`src/rtl/rate_track_pkg.sv`:
```
package rate_track_pkg;

  typedef struct packed {
    logic inEvt;
    logic outEvt;
    logic fastSel;
  } trackStrobeT;

endpackage

```
`src/rtl/frame_edge_sync.sv`:
```
module frame_edge_sync #(
  parameter int STAGES = 2
) (
  input  logic clk,
  input  logic rstN,
  input  logic asyncIn,
  output logic risePulse
);

  logic [STAGES:0] pipe;

  always_ff @(posedge clk or negedge rstN) begin
    if (!rstN) begin
      pipe      <= '0;
      risePulse <= 1'b0;
    end else begin
      pipe      <= {pipe[STAGES-1:0], asyncIn};
      risePulse <= pipe[STAGES-1] & ~pipe[STAGES];
    end
  end

endmodule

```
`src/rtl/rate_track_ctrl.sv`:
```
module rate_track_ctrl
  import rate_track_pkg::*;
#(
  parameter int STAGES = 2
) (
  input  logic        clk,
  input  logic        rstN,
  input  logic        inFrame,
  input  logic        outFrame,
  input  logic        fastMode,
  output trackStrobeT strb
);

  localparam int NUM_FRAMES = 2;

  logic [NUM_FRAMES-1:0] frameIn;
  logic [NUM_FRAMES-1:0] frameRise;
  logic [STAGES-1:0]     modePipe;
  logic                  fastReg;

  assign frameIn = {outFrame, inFrame};

  for (genvar g = 0; g < NUM_FRAMES; g++) begin : gSync
    frame_edge_sync #(.STAGES(STAGES)) uSync (
      .clk      (clk),
      .rstN     (rstN),
      .asyncIn  (frameIn[g]),
      .risePulse(frameRise[g])
    );
  end

  // Mode level takes the same three-edge path as the frame events.
  always_ff @(posedge clk or negedge rstN) begin
    if (!rstN) begin
      modePipe <= '0;
      fastReg  <= 1'b0;
    end else begin
      modePipe <= {modePipe[STAGES-2:0], fastMode};
      fastReg  <= modePipe[STAGES-1];
    end
  end

  assign strb.inEvt   = frameRise[0];
  assign strb.outEvt  = frameRise[1];
  assign strb.fastSel = fastReg;

  // a resampled request cannot repeat in the next cycle
  a_r2_out_event_gap: assert property (@(posedge clk) disable iff (!rstN)
    strb.outEvt |=> !strb.outEvt);

  // same for source-side events
  a_r3_in_event_gap: assert property (@(posedge clk) disable iff (!rstN)
    strb.inEvt |=> !strb.inEvt);

endmodule

```
`src/rtl/rate_track_datapath.sv`:
```
module rate_track_datapath
  import rate_track_pkg::*;
#(
  parameter int          INT_W       = 16,
  parameter int          FRAC_W      = 16,
  parameter int          IDX_W       = 16,
  parameter int          CNT_W       = 16,
  parameter int          SLOW_SHIFT  = 6,
  parameter int          FAST_SHIFT  = 2,
  parameter int unsigned LOCK_THRESH = 32'h0000C000,
  parameter int          LOCK_FRAMES = 8
) (
  input  logic                    clk,
  input  logic                    rstN,
  input  trackStrobeT             strb,
  output logic [IDX_W-1:0]        phaseIdx,
  output logic                    phaseValid,
  output logic [INT_W+FRAC_W-1:0] rateRatio,
  output logic                    locked
);

  localparam int ACC_W = INT_W + FRAC_W;
  localparam int ERR_W = ACC_W + 2;
  localparam int LK_W  = $clog2(LOCK_FRAMES + 1);
  localparam logic [ACC_W-1:0] RATIO_ONE = ACC_W'(1) << FRAC_W;
  localparam logic [ACC_W-1:0] RATIO_MAX = ACC_W'({{CNT_W{1'b1}}, {FRAC_W{1'b0}}});

  logic [CNT_W-1:0]        inCnt;
  logic [CNT_W-1:0]        cntNow;
  logic [ACC_W-1:0]        measured;
  logic signed [ERR_W-1:0] errNow;
  logic signed [ERR_W-1:0] stepNow;
  logic [ERR_W-1:0]        errMag;
  logic                    errSmall;
  logic [ACC_W-1:0]        ratioNext;
  logic [ACC_W-1:0]        phaseAcc;
  logic [ACC_W-1:0]        phaseSum;
  logic [LK_W-1:0]         goodCnt;

  // Source frames in the closing sink frame, current-cycle event included.
  always_comb begin
    cntNow = inCnt;
    if (strb.inEvt && (inCnt != {CNT_W{1'b1}})) cntNow = inCnt + 1'b1;
  end

  always_comb begin
    measured  = ACC_W'({cntNow, {FRAC_W{1'b0}}});
    errNow    = $signed({2'b00, measured}) - $signed({2'b00, rateRatio});
    stepNow   = strb.fastSel ? (errNow >>> FAST_SHIFT) : (errNow >>> SLOW_SHIFT);
    ratioNext = rateRatio + ACC_W'(stepNow);
    errMag    = errNow[ERR_W-1] ? ERR_W'(-errNow) : ERR_W'(errNow);
    errSmall  = errMag < ERR_W'(LOCK_THRESH);
    phaseSum  = phaseAcc + rateRatio;
  end

  always_ff @(posedge clk or negedge rstN) begin
    if (!rstN) begin
      inCnt      <= '0;
      rateRatio  <= RATIO_ONE;
      phaseAcc   <= '0;
      phaseIdx   <= '0;
      phaseValid <= 1'b0;
      goodCnt    <= '0;
    end else begin
      phaseValid <= strb.outEvt;
      if (strb.outEvt) begin
        inCnt     <= '0;
        rateRatio <= ratioNext;
        phaseAcc  <= phaseSum;
        phaseIdx  <= phaseSum[FRAC_W-1 -: IDX_W];
        if (!errSmall)                           goodCnt <= '0;
        else if (goodCnt != LK_W'(LOCK_FRAMES))  goodCnt <= goodCnt + 1'b1;
      end else begin
        inCnt <= cntNow;
      end
    end
  end

  assign locked = (goodCnt == LK_W'(LOCK_FRAMES));

  // the request strobe is one cycle wide
  a_r2_valid_pulse: assert property (@(posedge clk) disable iff (!rstN)
    phaseValid |=> !phaseValid);

  // estimate and index hold between strobes
  a_r6_hold_between: assert property (@(posedge clk) disable iff (!rstN)
    !phaseValid |-> ($stable(phaseIdx) && $stable(rateRatio)));

  // lock can only be gained on a request
  a_r7_lock_on_request: assert property (@(posedge clk) disable iff (!rstN)
    $rose(locked) |-> phaseValid);

  // the loop never pushes the estimate past the largest measurable count
  a_r4_ratio_ceiling: assert property (@(posedge clk) disable iff (!rstN)
    rateRatio <= RATIO_MAX);

endmodule

```
`src/rtl/rate_ratio_tracker.sv`:
```
module rate_ratio_tracker
  import rate_track_pkg::*;
#(
  parameter int          INT_W       = 16,
  parameter int          FRAC_W      = 16,
  parameter int          IDX_W       = 16,
  parameter int          CNT_W       = 16,
  parameter int          SYNC_STAGES = 2,
  parameter int          SLOW_SHIFT  = 6,
  parameter int          FAST_SHIFT  = 2,
  parameter int unsigned LOCK_THRESH = 32'h0000C000,
  parameter int          LOCK_FRAMES = 8
) (
  input  logic                    clk,
  input  logic                    rstN,
  input  logic                    inFrame,
  input  logic                    outFrame,
  input  logic                    fastMode,
  output logic [IDX_W-1:0]        phaseIdx,
  output logic                    phaseValid,
  output logic [INT_W+FRAC_W-1:0] rateRatio,
  output logic                    locked
);

  trackStrobeT strb;

  rate_track_ctrl #(.STAGES(SYNC_STAGES)) uCtrl (
    .clk     (clk),
    .rstN    (rstN),
    .inFrame (inFrame),
    .outFrame(outFrame),
    .fastMode(fastMode),
    .strb    (strb)
  );

  rate_track_datapath #(
    .INT_W      (INT_W),
    .FRAC_W     (FRAC_W),
    .IDX_W      (IDX_W),
    .CNT_W      (CNT_W),
    .SLOW_SHIFT (SLOW_SHIFT),
    .FAST_SHIFT (FAST_SHIFT),
    .LOCK_THRESH(LOCK_THRESH),
    .LOCK_FRAMES(LOCK_FRAMES)
  ) uPath (
    .clk       (clk),
    .rstN      (rstN),
    .strb      (strb),
    .phaseIdx  (phaseIdx),
    .phaseValid(phaseValid),
    .rateRatio (rateRatio),
    .locked    (locked)
  );

endmodule

```
`config.mk`:
```
export PLATFORM = sky130hd
export DESIGN_NAME = rate_ratio_tracker
export DESIGN_NICKNAME = d
export VERILOG_FILES = /design/src/rtl/rate_track_pkg.sv /design/src/rtl/frame_edge_sync.sv /design/src/rtl/rate_track_ctrl.sv /design/src/rtl/rate_track_datapath.sv /design/src/rtl/rate_ratio_tracker.sv
export SDC_FILE = /design/constraint.sdc
export NUM_CORES = 1
export LEC_CHECK = 0
export ABC_AREA = 1
export BUFFER_PORTS_ARGS = -buffer_cell sky130_fd_sc_hd__buf_2
export CORE_UTILIZATION = 45
export DETAILED_ROUTE_END_ITERATION = 7
export PLACE_DENSITY = 0.58
export SETUP_SLACK_MARGIN = 0.05
export SLEW_MARGIN = 30
export SYNTH_ARGS = -nofsm -noshare
export SYNTH_HDL_FRONTEND = slang
export SYNTH_HIERARCHICAL = 1
export SYNTH_SLANG_ARGS = --single-unit
```
`constraint.sdc`:
```
create_clock -name clk -period 6.9 [get_ports clk]
set_clock_uncertainty 0.15 [all_clocks]
set_input_delay 0.69 -clock clk [delete_from_list [all_inputs] [get_ports clk]]
set_output_delay 0.69 -clock clk [all_outputs]
set_load 0.05 [all_outputs]
```
==> results.md, run 1 <==
Critical path:
- The top cell family by delay on the critical path is simple AND/OR/NAND/NOR gates.
- The number of buffers and inverters on the critical path is 7.
- The signal arrival time at the worst endpoint is 5820 ps.
- The critical path startpoint category is a register.
- The endpoint type of the worst setup path is a register.
- Along the worst path, the maximum fanout reaches 7.
- The critical path class is register to register.
- Data on the critical path is required at its endpoint by 6990 ps.
- The slowest stage of the critical path belongs to the cell sky130_fd_sc_hd__ha_1.
- The dominant cell type by count on the critical path is sky130_fd_sc_hd__nand2_1.
- The worst stage delay on the critical path is 390 ps.

Clock tree:
- The number of buffers between clock root and the deepest sink is 2.
- In this run the clock root is driven by a sky130_fd_sc_hd__clkbuf_16.
- The CTS tree is done.
- The number of clock buffers added by TritonCTS is 9.
- The count of hold-fix buffers inserted at cts is 0.
- At the later pin of the worst-skew pair, clock insertion delay measures 350 ps.
- The H-tree generated during clock tree synthesis spans 3 levels.
- The post-CTS resize count is 0.
- Clock-pin slew was measured on the worst setup and hold paths at 70 ps.
- The tree built by TritonCTS fans out to 80 sinks.
- In this run the post-CTS setup repair buffer count came out at 0.

Outcome:
- The final reports fail on design-rule violations.
- The flow ran to the end, but the final reports show violations.

Timing:
- The worst path in the final design needs a cycle of 5730 ps, including I/O delays and setup.
- Setup violations remaining at the end of the flow were counted as 0.
- Of the available clock period, the critical path in the final layout requires 83.1%.
- The number of failing hold endpoints at the final stage came to 0.
- Summed over all failing endpoints, the final setup total negative slack is 0 ps.
- The smallest setup slack after layout is 1170 ps.
- Setup repair after global routing left no endpoint under its margin.
- In this run the tightest slew margin relative to its limit is 49.3%.
- The final-report max-slew violation count came to 0.
- The upper clock frequency limit is 0.174 GHz.
- For the pin with the worst max-slew slack, the measured transition is 759 ps.

Synth:
- The number of nets in the synthesized netlist is 1426.
- Summing the areas of all compound-gate instances in the mapped netlist gives 12.9% of the synthesized area.
- The proportion of synthesized chip area in sequential cells is 23.7%.
- Counting flops with a built-in enable in the synthesized netlist gives 0.
- Yosys printed 6 warnings.
- Of the total synthesized cell area, the portion taken by AND, OR, NAND and NOR gates is 38.4%.
- The mux contribution to synthesized area is 0%.
- The most common flop cell mapped by yosys is sky130_fd_sc_hd__dfrtp_1.
- The synthesized-area fraction occupied by xor and xnor cells is 4.77%.
- The count of state elements after synthesis is 80.
- Synthesis produced 1352 cells.
- Counting flops with an async set or reset pin after synthesis yields a share of 100%.
- The combinational family with the most area after synthesis is simple AND/OR/NAND/NOR gates.
- The post-synthesis adder-cell area fraction is 10.4%.
- The synthesized netlist contains 50 unique library cells.
- The synthesized netlist occupies a cell area of 0.00845 mm^2.
- The average cell area after synthesis is 6.25 um^2.

Detailed routing:
- The count of routing violations after the opening detailed-route iteration is 643.
- The DRC violation count after routing is 1.
- The uppermost layer routed is met4.
- The count of TritonRoute iterations in the first routing pass is 8.
- The via density per instance is 5.23.
- The wire length reported by the detailed router is 24600 um.
- Summed over all nets, wire length on met3 after detailed routing comes to 1080 um.
- The detail route stage leaves a number of antenna-violating nets equal to 0.
- After detailed routing, the wire length on met1 is 13000 um.
- Summed over all nets, wire length on met2 after detailed routing comes to 10200 um.
- The total number of vias is 8551.
- The routed wirelength normalized by instance count is 15.1 um.

Global routing:
- The total global routing overflow is 0.
- The via count of the first global-routing pass is 7738.
- The number of antenna violations at the first check in global routing was 0.
- The wire length of the first global-routing pass is 40000 um.
- Global routing used 25.9% of the available tracks across all layers.
- Entering global routing, the biggest net connects 60 pins.

Cells and area:
- The utilization after layout is 51.0%.
- Once layout is done, the placed cells without fillers occupy 0.00929 mm^2.
- The repair_antennas step left the layout with diodes totalling 0.
- In the final layout, the share of cells above drive strength 1 is 10.2%.
- The final layout contains 1475 nets.
- From synthesis to final layout, the design area changed by 9.92%.
- After filler insertion, the fill cell instance count of the layout stands at 1934.

Floorplanning:
- The total area inside the core boundary comes to 0.0182 mm^2.
- From left edge to right edge, the die measures 139 um.
- The die is 139 um tall.
- The die area is 0.0193 mm^2.
- The initial core utilization is 46.4%.
- The number of I/O pins is 55.
- Row generation in the floorplan step produced 49 rows.

Place:
- After legalization and detailed placement, the total HPWL measured 19700 um.
- The cell area after placement is 0.00896 mm^2.
- Prior to clock tree synthesis, the placed netlist has a worst setup slack of 1340 ps.
- The port buffer count is 54.
- The placer's final routability congestion estimate is 0.960.

Power and ir drop:
- VDD sags by at most 0.000316 V.
- The power density over the cells is 544 mW/mm^2.
- The standby leakage power is 5.10 nW.

Min path:
- The worst min-delay path class is primary input to asynchronous set/reset pin.

Flow run:
- The number of violations of the max-capacitance limit is 0.
area by class of cell:
| type | count | area, um^2 | share of cell area (%) |
|---|---|---|---|
| multi-input cells | 1052 | 5610 | 60.4 |
| flip-flops and latches | 80 | 2000 | 21.6 |
| inverters | 199 | 747 | 8.04 |
| repair buffers | 59 | 310 | 3.34 |
| well taps | 229 | 287 | 3.08 |
| clock buffers | 9 | 225 | 2.42 |
| clock inverters | 7 | 101 | 1.09 |
per-stage QoR:
| step | cells | hold slack (ps) | total power, mW |
|---|---|---|---|
| after global routing | 1635 | 123 | 5.53 |
| after CTS | 1635 | 108 | 5.04 |
| final | 1635 | 105 | 5.05 |
| after detailed placement | 1619 | 188 | 4.46 |
| after global placement | 1619 | 183 | 4.45 |
| after floorplan | 1352 | 181 | 3.58 |
layer usage:
metal	vias up	track usage, %
met3	23	2.73
met1	3934	39.7
met5	-	0
met4	0	7.08
li1	4410	-
met2	184	38.2
cells in the final DEF (no fill, tap or decap), types with 3 or more instances in the layout:
cell	synthesis	layout
sky130_fd_sc_hd__nand2_1	409	409
sky130_fd_sc_hd__or2_2	10	10
sky130_fd_sc_hd__xnor2_1	19	19
sky130_fd_sc_hd__nand4_1	15	15
sky130_fd_sc_hd__o21ai_0	104	104
sky130_fd_sc_hd__ha_1	67	67
sky130_fd_sc_hd__nor4_1	3	3
sky130_fd_sc_hd__nor2_1	141	141
sky130_fd_sc_hd__nand3b_1	6	6
sky130_fd_sc_hd__nor2_4	11	11
sky130_fd_sc_hd__clkbuf_16	0	9
sky130_fd_sc_hd__dfrtp_1	79	78
sky130_fd_sc_hd__nor3_1	15	15
sky130_fd_sc_hd__nand2_4	4	4
sky130_fd_sc_hd__nor2_2	9	9
sky130_fd_sc_hd__inv_2	6	6
sky130_fd_sc_hd__nand3_1	90	90
sky130_fd_sc_hd__a21oi_1	66	66
sky130_fd_sc_hd__inv_1	192	191
sky130_fd_sc_hd__a31oi_1	6	6
sky130_fd_sc_hd__buf_2	3	53
sky130_fd_sc_hd__nand2_2	16	16
sky130_fd_sc_hd__xor2_1	27	27
sky130_fd_sc_hd__buf_4	1	6
final timing paths:
path	from	endpoint	slack (ps)	depth (start not counted)
setup / recovery	uPath/inCnt[1]$_DFF_PN0_	uPath/rateRatio[31]$_DFFE_PN0P_	1170	33
hold / removal	rstN	uPath/phaseIdx[11]$_DFFE_PN0P_	100	1
setup reg to reg	uPath/inCnt[1]$_DFF_PN0_	uPath/rateRatio[31]$_DFFE_PN0P_	1170	33
hold reg to reg	uCtrl/modePipe[1]$_DFF_PN0_	uCtrl/fastReg$_DFF_PN0_	200	0
max in group asynchronous	rstN	uPath/inCnt[2]$_DFF_PN0_	5460	2
min in group clk	uCtrl/modePipe[1]$_DFF_PN0_	uCtrl/fastReg$_DFF_PN0_	200	0
worst register-to-register path: cells and delay by family (launching register included):
| kind | cells | cell delay (ps) |
|---|---|---|
| xor gates and xnor gates | 3 | 690 |
| DFF | 1 | 370 |
| adders and majority gates | 3 | 890 |
| AOI/OAI and AO/OA | 1 | 290 |
| buffers and inverters | 7 | 600 |
| and+or+nand+nor | 19 | 2650 |
flip-flops by register name, summed over array words and instances (netlist names), 2 cells and up:
register / count
uCtrl/gSync.uSync/pipe: 6
uCtrl/gSync.uSync/risePulse: 2
uCtrl/modePipe: 2
uPath/goodCnt: 4
uPath/inCnt: 16
uPath/phaseIdx: 15
uPath/rateRatio: 32
power breakdown:
group,internal (mW),leakage (nW),switching (mW),total [mW]
Sequential,0.617,1.01,0.237,0.854
Clock,0.322,0.158,0.220,0.542
Combinational,1.13,3.93,2.52,3.66
Total,2.07,5.10,2.98,5.05
synthesized netlist by cell type (2+ instances only):
| library cell | n | area [um^2] |
|---|---|---|
| sky130_fd_sc_hd__ha_1 | 67 | 838 |
| sky130_fd_sc_hd__nand2_2 | 16 | 100 |
| sky130_fd_sc_hd__nand2_1 | 409 | 1540 |
| sky130_fd_sc_hd__o21bai_1 | 2 | 15.0 |
| sky130_fd_sc_hd__xor2_1 | 27 | 236 |
| sky130_fd_sc_hd__buf_2 | 3 | 15.0 |
| sky130_fd_sc_hd__inv_1 | 192 | 721 |
| sky130_fd_sc_hd__o31ai_1 | 2 | 15.0 |
| sky130_fd_sc_hd__o21a_1 | 2 | 15.0 |
| sky130_fd_sc_hd__nor4_1 | 3 | 18.8 |
| sky130_fd_sc_hd__fa_1 | 2 | 40.0 |
| sky130_fd_sc_hd__a31oi_1 | 6 | 37.5 |
| sky130_fd_sc_hd__dfrtp_1 | 79 | 1980 |
| sky130_fd_sc_hd__nor2_1 | 141 | 529 |
| sky130_fd_sc_hd__nand3_1 | 90 | 450 |
| sky130_fd_sc_hd__nor3_1 | 15 | 75.1 |
| sky130_fd_sc_hd__xnor2_1 | 19 | 166 |
| sky130_fd_sc_hd__o22ai_1 | 2 | 12.5 |
| sky130_fd_sc_hd__nor2_2 | 9 | 56.3 |
| sky130_fd_sc_hd__inv_2 | 6 | 22.5 |
| sky130_fd_sc_hd__nand2_4 | 4 | 45.0 |
| sky130_fd_sc_hd__a21oi_1 | 66 | 330 |
| sky130_fd_sc_hd__clkbuf_1 | 14 | 52.6 |
| sky130_fd_sc_hd__a21boi_2 | 2 | 22.5 |
| sky130_fd_sc_hd__nand4_1 | 15 | 93.8 |
| sky130_fd_sc_hd__nor2_8 | 2 | 40.0 |
| sky130_fd_sc_hd__a21o_1 | 2 | 15.0 |
| sky130_fd_sc_hd__o21ai_0 | 104 | 521 |
| sky130_fd_sc_hd__a221oi_1 | 2 | 17.5 |
| sky130_fd_sc_hd__nor2_4 | 11 | 124 |
| sky130_fd_sc_hd__a21boi_0 | 2 | 15.0 |
| sky130_fd_sc_hd__o21ai_1 | 2 | 10.0 |
| sky130_fd_sc_hd__nand3b_1 | 6 | 45.0 |
| sky130_fd_sc_hd__buf_1 | 3 | 11.3 |
| sky130_fd_sc_hd__or2_2 | 10 | 62.6 |
logic make-up (layout without fill, tap and decap cells):
group | count (synthesis) | count (layout)
buffers and inverters | 220 | 274
adder cells (fa/ha/maj) | 69 | 69
AND/OR/NAND/NOR | 737 | 737
AO/OA/AOI/OAI | 200 | 200
flip-flops | 80 | 80
XOR/XNOR | 46 | 46
No activity file was read; power rests on OpenSTA's default activity.
==> run 2: changes to the inputs <==
Settings changed: PLACE_DENSITY 0.58 to 0.61.
Clock period 6.9 ns to 4.9 ns, I/O delays scaled along.
==> results.md, run 2 (synthesis gave the netlist of run 1 again) <==
Detailed routing:
- Dividing the detail-routed via count by the number of cells gives 5.24.
- After detailed routing, the number of remaining DRC violations is 0.
- The final antenna-violating net count is 0.
- After detailed routing, the average wire length per cell comes to 15.1 um.
- The routed layout has 9148 vias.
- The wire length reported by the detailed router is 26300 um.
- For this block, the initial DRC count from the detailed router was 610.
- The first detailed-routing pass ran for 5 iterations.

Timing:
- At the pin with the least slew margin, the transition time is 675 ps.
- The smallest setup slack after layout is 74.8 ps.
- Setup violations remaining at the end of the flow were counted as 0.
- Setup repair after global routing could not meet its margin everywhere.
- The upper clock frequency limit is 0.207 GHz.
- The number of failing hold endpoints at the final stage is 0.
- The final sum of negative setup slack is 0 ps.
- The final-report max-slew violation count was 0.
- Dividing the final minimum period by the clock period gives 98.5%.
- The normalized max-slew margin is 55.0%.
- The shortest clock period the worst path allows after layout is 4830 ps.

Cells and area:
- The net count reported at finish is 1586.
- The repair_antennas step left the layout with diodes totalling 0.
- The layout-stage area growth over the synthesis result is 29.7%.
- The multi-input gate area in the final layout is 0.00645 mm^2.
- Cells with a size suffix above 1 make up 27.4% of the layout.
- Counting the fill cells in the layout gives 1752.
- The largest registers in the layout are uPath/rateRatio x32, uPath/inCnt x16, uPath/phaseIdx x15.
- The top cell types in the final layout, fill and taps aside, are sky130_fd_sc_hd__nand2_1, sky130_fd_sc_hd__inv_1, sky130_fd_sc_hd__nor2_1.
- Summing all flip-flop and latch instances after layout gives 0.00201 mm^2.
- The register with the most flip-flops in the layout has 32 of them.
- The register containing the most flip-flops in the final layout is uPath/rateRatio.
- The utilization after layout is 60.2%.
- The most frequent standard cell in the layout excluding fill and tap cells is sky130_fd_sc_hd__nand2_1.

Min path:
- The worst min-delay path class is primary input to register.
- The number of stages on the worst hold path is 1.
- The worst min-delay path startpoint is outFrame.
- The worst hold path endpoint is uCtrl/gSync[1].uSync/pipe[0]$_DFF_PN0_.

Critical path:
- The dominant cell type by count on the critical path is sky130_fd_sc_hd__nand2_1.
- The worst setup path is of the register to register kind.
- The critical register-to-register path endpoint is uPath/rateRatio[31]$_DFFE_PN0P_.
- The worst register-to-register path begins at uPath/inCnt[0]$_DFF_PN0_.
- The endpoint type of the worst setup path is a register.
- The critical path startpoint category is a register.
- STA puts the critical path data arrival time at 4920 ps.
- The worst-case register-to-register setup slack is 70 ps.
- The biggest fanout along the worst timing path is 4.
- Measured in cells, the most critical reg-to-reg path has a length of 32.
- The standard cell with the maximum stage delay on the critical path is sky130_fd_sc_hd__dfrtp_1.
- On the worst path, the slowest cell contributes a delay of 360 ps.
- The required time of the critical path is 4990 ps.

Floorplanning:
- The initial core utilization is 46.4%.
- The area of the core region is 0.0182 mm^2.
- The die extent in y is 139 um.
- In this run the count of I/O pins placed on the die edge is 55.
- The floorplan has 49 rows.
- From left edge to right edge, the die measures 139 um.
- The die area is 0.0193 mm^2.

Power and ir drop:
- For this design the ratio of total power to cell area is 783 mW/mm^2.
- In this run the static leakage power is 5.77 nW.
- The completed layout was analyzed and its total power is 8.58 mW.
- VDD sags by at most 0.000463 V.

Global routing:
- Across every metal layer, demand over resource in global routing totals 27.2%.
- The via count of the first global-routing pass came to 8373.
- The wire length of the first global-routing pass is 41600 um.
- Summed over all layers, the global routing overflow is 0.
- The number of antenna violations at the first check in global routing is 0.
- The largest net degree at the start of global routing is 60.

Clock tree:
- CTS built an H-tree with a depth of 3.
- The longest clock path from root to sink contains 2 buffers.
- TritonCTS built the clock tree.
- For the worst-skew pair, the clock arrives at the later sink with an insertion delay of 350 ps.
- The number of clock buffers inserted by TritonCTS is 9.
- The clock net in this run drives a total of 80 sinks.
- Clock-pin slew was measured on the worst setup and hold paths at 70 ps.
- Clock tree synthesis selected as its root buffer the cell sky130_fd_sc_hd__clkbuf_16.

Place:
- The congestion estimate from routability-driven global placement came to 0.944.
- Detailed placement ended at an HPWL of 20100 um.
- The port buffer count is 54.
- Before CTS, the worst setup slack after placement is -366 ps.

Outcome:
- The flow ran to the end, and the final reports show no timing, DRC or antenna violations.

Flow run:
- Max-cap violations in this run came to 0.
[run 2: cell count changes in the layout (fill, tap and decap cells not counted), moves of 16 or more]
cell                      previous run  this run
sky130_fd_sc_hd__o21ai_1             2        21
sky130_fd_sc_hd__nor2_1            141       115
sky130_fd_sc_hd__o21ai_0           104        78
sky130_fd_sc_hd__a21oi_2             1        28
sky130_fd_sc_hd__buf_4               6       113
sky130_fd_sc_hd__ha_1               67        51
sky130_fd_sc_hd__nor2_2              9        28
sky130_fd_sc_hd__a21oi_1            66        36
sky130_fd_sc_hd__nand2_1           409       368
sky130_fd_sc_hd__nand2_2            16        46
sky130_fd_sc_hd__inv_1             191       174
[run 2: final cells by class]
| class | count | area share (%) |
|---|---|---|
| Clock buffer | 10 | 2.09 |
| Clock inverter | 5 | 0.753 |
| Inverter | 199 | 6.86 |
| Multi-Input combinational cell | 1052 | 58.8 |
| Sequential cell | 80 | 18.3 |
| Tap cell | 229 | 2.61 |
| Timing Repair Buffer | 170 | 10.6 |
[run 2: worst max-delay path: cells and delay by family (launching register included)]
kind	cells	cell delay [ps]
AOI/OAI and AO/OA	2	280
xor gates and xnor gates	2	400
buffers and inverters	7	550
and+or+nand+nor	18	2190
DFF	1	360
adders and majority gates	3	760
[run 2: timing repair]
| item | in CTS | in global routing |
|---|---|---|
| cloned | 0 | 0 |
| pin swaps | 13 | 79 |
| hold endpoints to repair | 37 | 0 |
| endpoints found under the setup margin | 11 | 20 |
| gates resized for setup | 37 | 195 |
| hold buffers | 1 | 0 |
| setup buffers | 8 | 33 |
[run 2: stage by stage]
stage | hold slack (ps) | area (um^2) | cells
floorplan | 44.4 | 8450 | 1352
CTS | 82.8 | 10000 | 1712
detailed placement | 188 | 9480 | 1688
finish | 93.6 | 11000 | 1745
global route | 81.3 | 11000 | 1745
global placement | 189 | 9480 | 1688
[run 2: worst max path at each step]
| stage | startpoint | to | slack, ps |
|---|---|---|---|
| after floorplan | uPath/inCnt[0]$_DFF_PN0_ | uPath/rateRatio[27]$_DFFE_PN0P_ | 380 |
| after global placement | uPath/inCnt[1]$_DFF_PN0_ | uPath/rateRatio[31]$_DFFE_PN0P_ | -320 |
| after detailed placement | uPath/inCnt[1]$_DFF_PN0_ | uPath/rateRatio[31]$_DFFE_PN0P_ | -370 |
| after CTS | uPath/inCnt[0]$_DFF_PN0_ | uPath/rateRatio[29]$_DFFE_PN0P_ | 60 |
| after global routing | uPath/inCnt[1]$_DFF_PN0_ | uPath/rateRatio[31]$_DFFE_PN0P_ | -180 |
| final | uPath/inCnt[0]$_DFF_PN0_ | uPath/rateRatio[31]$_DFFE_PN0P_ | 70 |
[run 2: routing by layer]
layer / share of wire [%] / up-vias / track usage [%] / routed length, um
met5: 0 / - / 0 / 0
met4: 1.4 / 0 / 6.43 / 365
met3: 5.8 / 27 / 3.25 / 1540
met2: 45 / 240 / 43.9 / 11900
met1: 47 / 4233 / 38.5 / 12500
li1: - / 4648 / - / -
[run 2: report_power, final]
part	leakage (nW)	switching, mW	internal (mW)
sequential	1.01	0.364	0.869
clock	0.153	0.296	0.445
combinational	4.61	4.11	2.49
==> run 3: changes to the inputs <==
Settings changed: SLEW_MARGIN 30 to 10.
Clock period 4.9 ns to 4.17 ns, I/O delays scaled along.
==> results.md, run 3 (synthesis gave the netlist of run 1 again) <==
Outcome:
- The flow ran to the end, but the final reports show violations.
- The checks that failed: negative hold slack, negative setup slack.

Cells and area:
- The number of antenna diodes in the final layout is 0.
- Cells fill 71.0% of the core in the end.
- For this run, the number of standard cells in the final layout without fillers is 1882.
- From synthesis to final layout, the design area changed by 52.9%.
- The flip-flop count of the largest register after layout is 32.
- The net count reported at finish is 1722.
- The library cells used most frequently in the layout, excluding fill and tap cells, are sky130_fd_sc_hd__nand2_1, sky130_fd_sc_hd__buf_4, sky130_fd_sc_hd__inv_1.
- Leaving out fill and tap cells, the most frequent cell in the layout is sky130_fd_sc_hd__nand2_1.
- The ratio of cells with drive above 1 in the final layout is 41.1%.
- The post-route cell area is 0.0129 mm^2.
- The register containing the most flip-flops in the final layout is uPath/rateRatio.
- The filler cells instantiated in the layout total 1474.
- The largest registers in the layout are uPath/rateRatio x32, uPath/inCnt x16, uPath/phaseIdx x15.

Place:
- Once placement completed, the tool counted placed cells totaling 1796.
- Summed over all nets, the half-perimeter wirelength after detailed placement is 21500 um.
- The worst setup timing slack at the placement stage is -702 ps.
- The placed instances occupy a cell area of 0.0105 mm^2.
- The placer's final routability congestion estimate is 0.946.
- During placement, the flow inserted port buffers numbering 54.

Clock tree:
- The CTS tree is done.
- The clock sink count is 80.
- The buffer cell driving the clock tree root is sky130_fd_sc_hd__clkbuf_16.
- Buffers inserted to repair hold after CTS numbered 0.
- The clock insertion delay at the later pin of the skew report is 360 ps.
- Clock-pin slew was measured on the worst setup and hold paths at 60 ps.
- The number of clock buffers inserted by TritonCTS is 9.
- The number of buffers between clock root and the deepest sink is 2.
- CTS built an H-tree with a depth of 3.

Critical path:
- The worst stage delay on the critical path is 380 ps.
- The worst register-to-register path begins at uPath/inCnt[1]$_DFF_PN0_.
- The dominant cell type by count on the critical path is sky130_fd_sc_hd__nand2_1.
- STA classifies the critical path startpoint as a register.
- Across all register-to-register paths, the minimum setup slack is -650 ps.
- For the worst setup path, the data arrival time is 4940 ps.
- The top cell family by delay on the critical path is simple AND/OR/NAND/NOR gates.
- The slowest stage of the critical path is the sky130_fd_sc_hd__dfrtp_1 cell.
- In this run the critical register-to-register path is captured at uPath/rateRatio[31]$_DFFE_PN0P_.
- The number of buffers and inverters on the critical path is 5.
- The setup path with the least slack is of type register to register.
- STA puts the critical path data required time at 4290 ps.
- The worst setup path is captured at a register.
- The biggest fanout along the worst timing path is 3.
- For the worst flop-to-flop path, the logic depth is 33.

Timing:
- The final setup violation count is 22.
- The number of failing hold endpoints at the final stage came to 2.
- At the pin with the least slew margin, the transition time is 821 ps.
- The shortest clock period the worst path allows after layout is 4820 ps.
- The upper clock frequency limit is 0.208 GHz.
- The normalized max-slew margin is 45.3%.
- The final-report max-slew violation count is 0.
- The fraction of the cycle the final worst path needs is 116%.
- Hold timing on the final database bottoms out at a slack of -1.20 ps.
- Setup repair after global routing could not meet its margin everywhere.
- The smallest setup slack after layout is -649 ps.

Global routing:
- The largest net degree at the start of global routing is 62.
- Global routing used 29.7% of the available tracks across all layers.
- The via count of the first global-routing pass is 9288.
- Summed over all layers, the global routing overflow is 0.
- The first global-routing pass estimated 45500 um of wire.
- The number of antenna violations at the first check in global routing came to 0.

Floorplanning:
- The die is 139 um wide.
- 55 I/O pins were placed.
- Once the floorplan was initialized, standard cells occupied 46.4% of the core.
- The floorplan step defined a die boundary enclosing 0.0193 mm^2.
- The die is 139 um tall.
- After floorplanning, the core was sized to cover 0.0182 mm^2.
- The site row count is 49.

Detailed routing:
- For this run, design rule violations remaining after detail routing come to 0.
- The count of routing violations after the opening detailed-route iteration is 750.
- After detailed routing, the average wire length per cell comes to 16.4 um.
- The first detailed-routing pass took 7 iterations.
- The detailed router placed 10100 vias in this run.
- Dividing the detail-routed via count by the number of cells gives 5.39.
- The wire length reported by the detailed router is 30800 um.
- The final antenna-violating net count is 0.

Flow run:
- Across the run, the number of max-cap violations was 0.

Min path:
- The worst min-delay path class is primary input to asynchronous set/reset pin.
## run 3: cell types whose count changed in the layout (fill, tap and decap cells not counted), sizes merged
cell / previous run / this run
dlygate4sd3: 1 / 0
clkinvlp: 0 / 1
clkbuf: 10 / 14
clkinv: 5 / 4
buf: 169 / 305
bufinv: 2 / 0
## run 3: routing by layer
layer / global-route usage [%] / up-vias / part of all wire [%]
met5: 0 / - / 0
met4: 10.2 / 0 / 3.3
met3: 3.21 / 71 / 5.4
met2: 49.1 / 344 / 47
met1: 40.1 / 4787 / 44
li1: - / 4933 / -
## run 3: area by class of cell
cell class                 count  area, um^2  share of cell area [%]
timing repair buffer         306        2320                    18.0
clock buffer                  13         250                    1.94
inverter                     199         759                    5.88
multi-input combinational   1052        7280                    56.4
sequential                    80        2000                    15.5
tap                          229         287                    2.22
clock inverter                 3        17.5                   0.136
## run 3: worst max-delay path by stage
stage	startpoint	end	slack [ps]	depth (start not counted)
final	uPath/inCnt[1]$_DFF_PN0_	uPath/rateRatio[31]$_DFFE_PN0P_	-650	33
after global routing	uPath/inCnt[1]$_DFF_PN0_	uPath/rateRatio[31]$_DFFE_PN0P_	-920	33
after CTS	uPath/inCnt[1]$_DFF_PN0_	uPath/rateRatio[27]$_DFFE_PN0P_	-400	33
after detailed placement	uPath/inCnt[0]$_DFF_PN0_	uPath/rateRatio[27]$_DFFE_PN0P_	-700	30
after global placement	uPath/inCnt[0]$_DFF_PN0_	uPath/rateRatio[27]$_DFFE_PN0P_	-660	30
after floorplan	uPath/inCnt[0]$_DFF_PN0_	uPath/rateRatio[27]$_DFFE_PN0P_	-90	31
## run 3: stage by stage
| step | TNS (ps) | hold WS, ps |
|---|---|---|
| 6_report | -6750 | -1.20 |
| 5_1_grt | -13070 | 16.4 |
| 4_1_cts | -3730 | 9.96 |
| 3_5_place_dp | -8960 | 191 |
| 3_3_place_gp | -7850 | 186 |
| 2_1_floorplan | -165 | -28.6 |
## run 3: repair_timing
action | CTS | global route
setup buffers | 25 | 47
pin swaps | 77 | 117
endpoints found under the setup margin | 22 | 24
gates resized for setup | 165 | 257
gates cloned | 0 | 1
## run 3: worst register-to-register path, delay by kind of cell, from the launching register on
kind	cells	cell delay, ps
xor+xnor	1	160
fa+ha+maj	3	800
buf+inv	5	630
compound gates	3	270
flops	1	380
simple gates	21	2360
Power of run 3 is left out: the tool's default activity adds up to more than one toggle a clock period on the data nets, which glitch-free logic cannot reach.
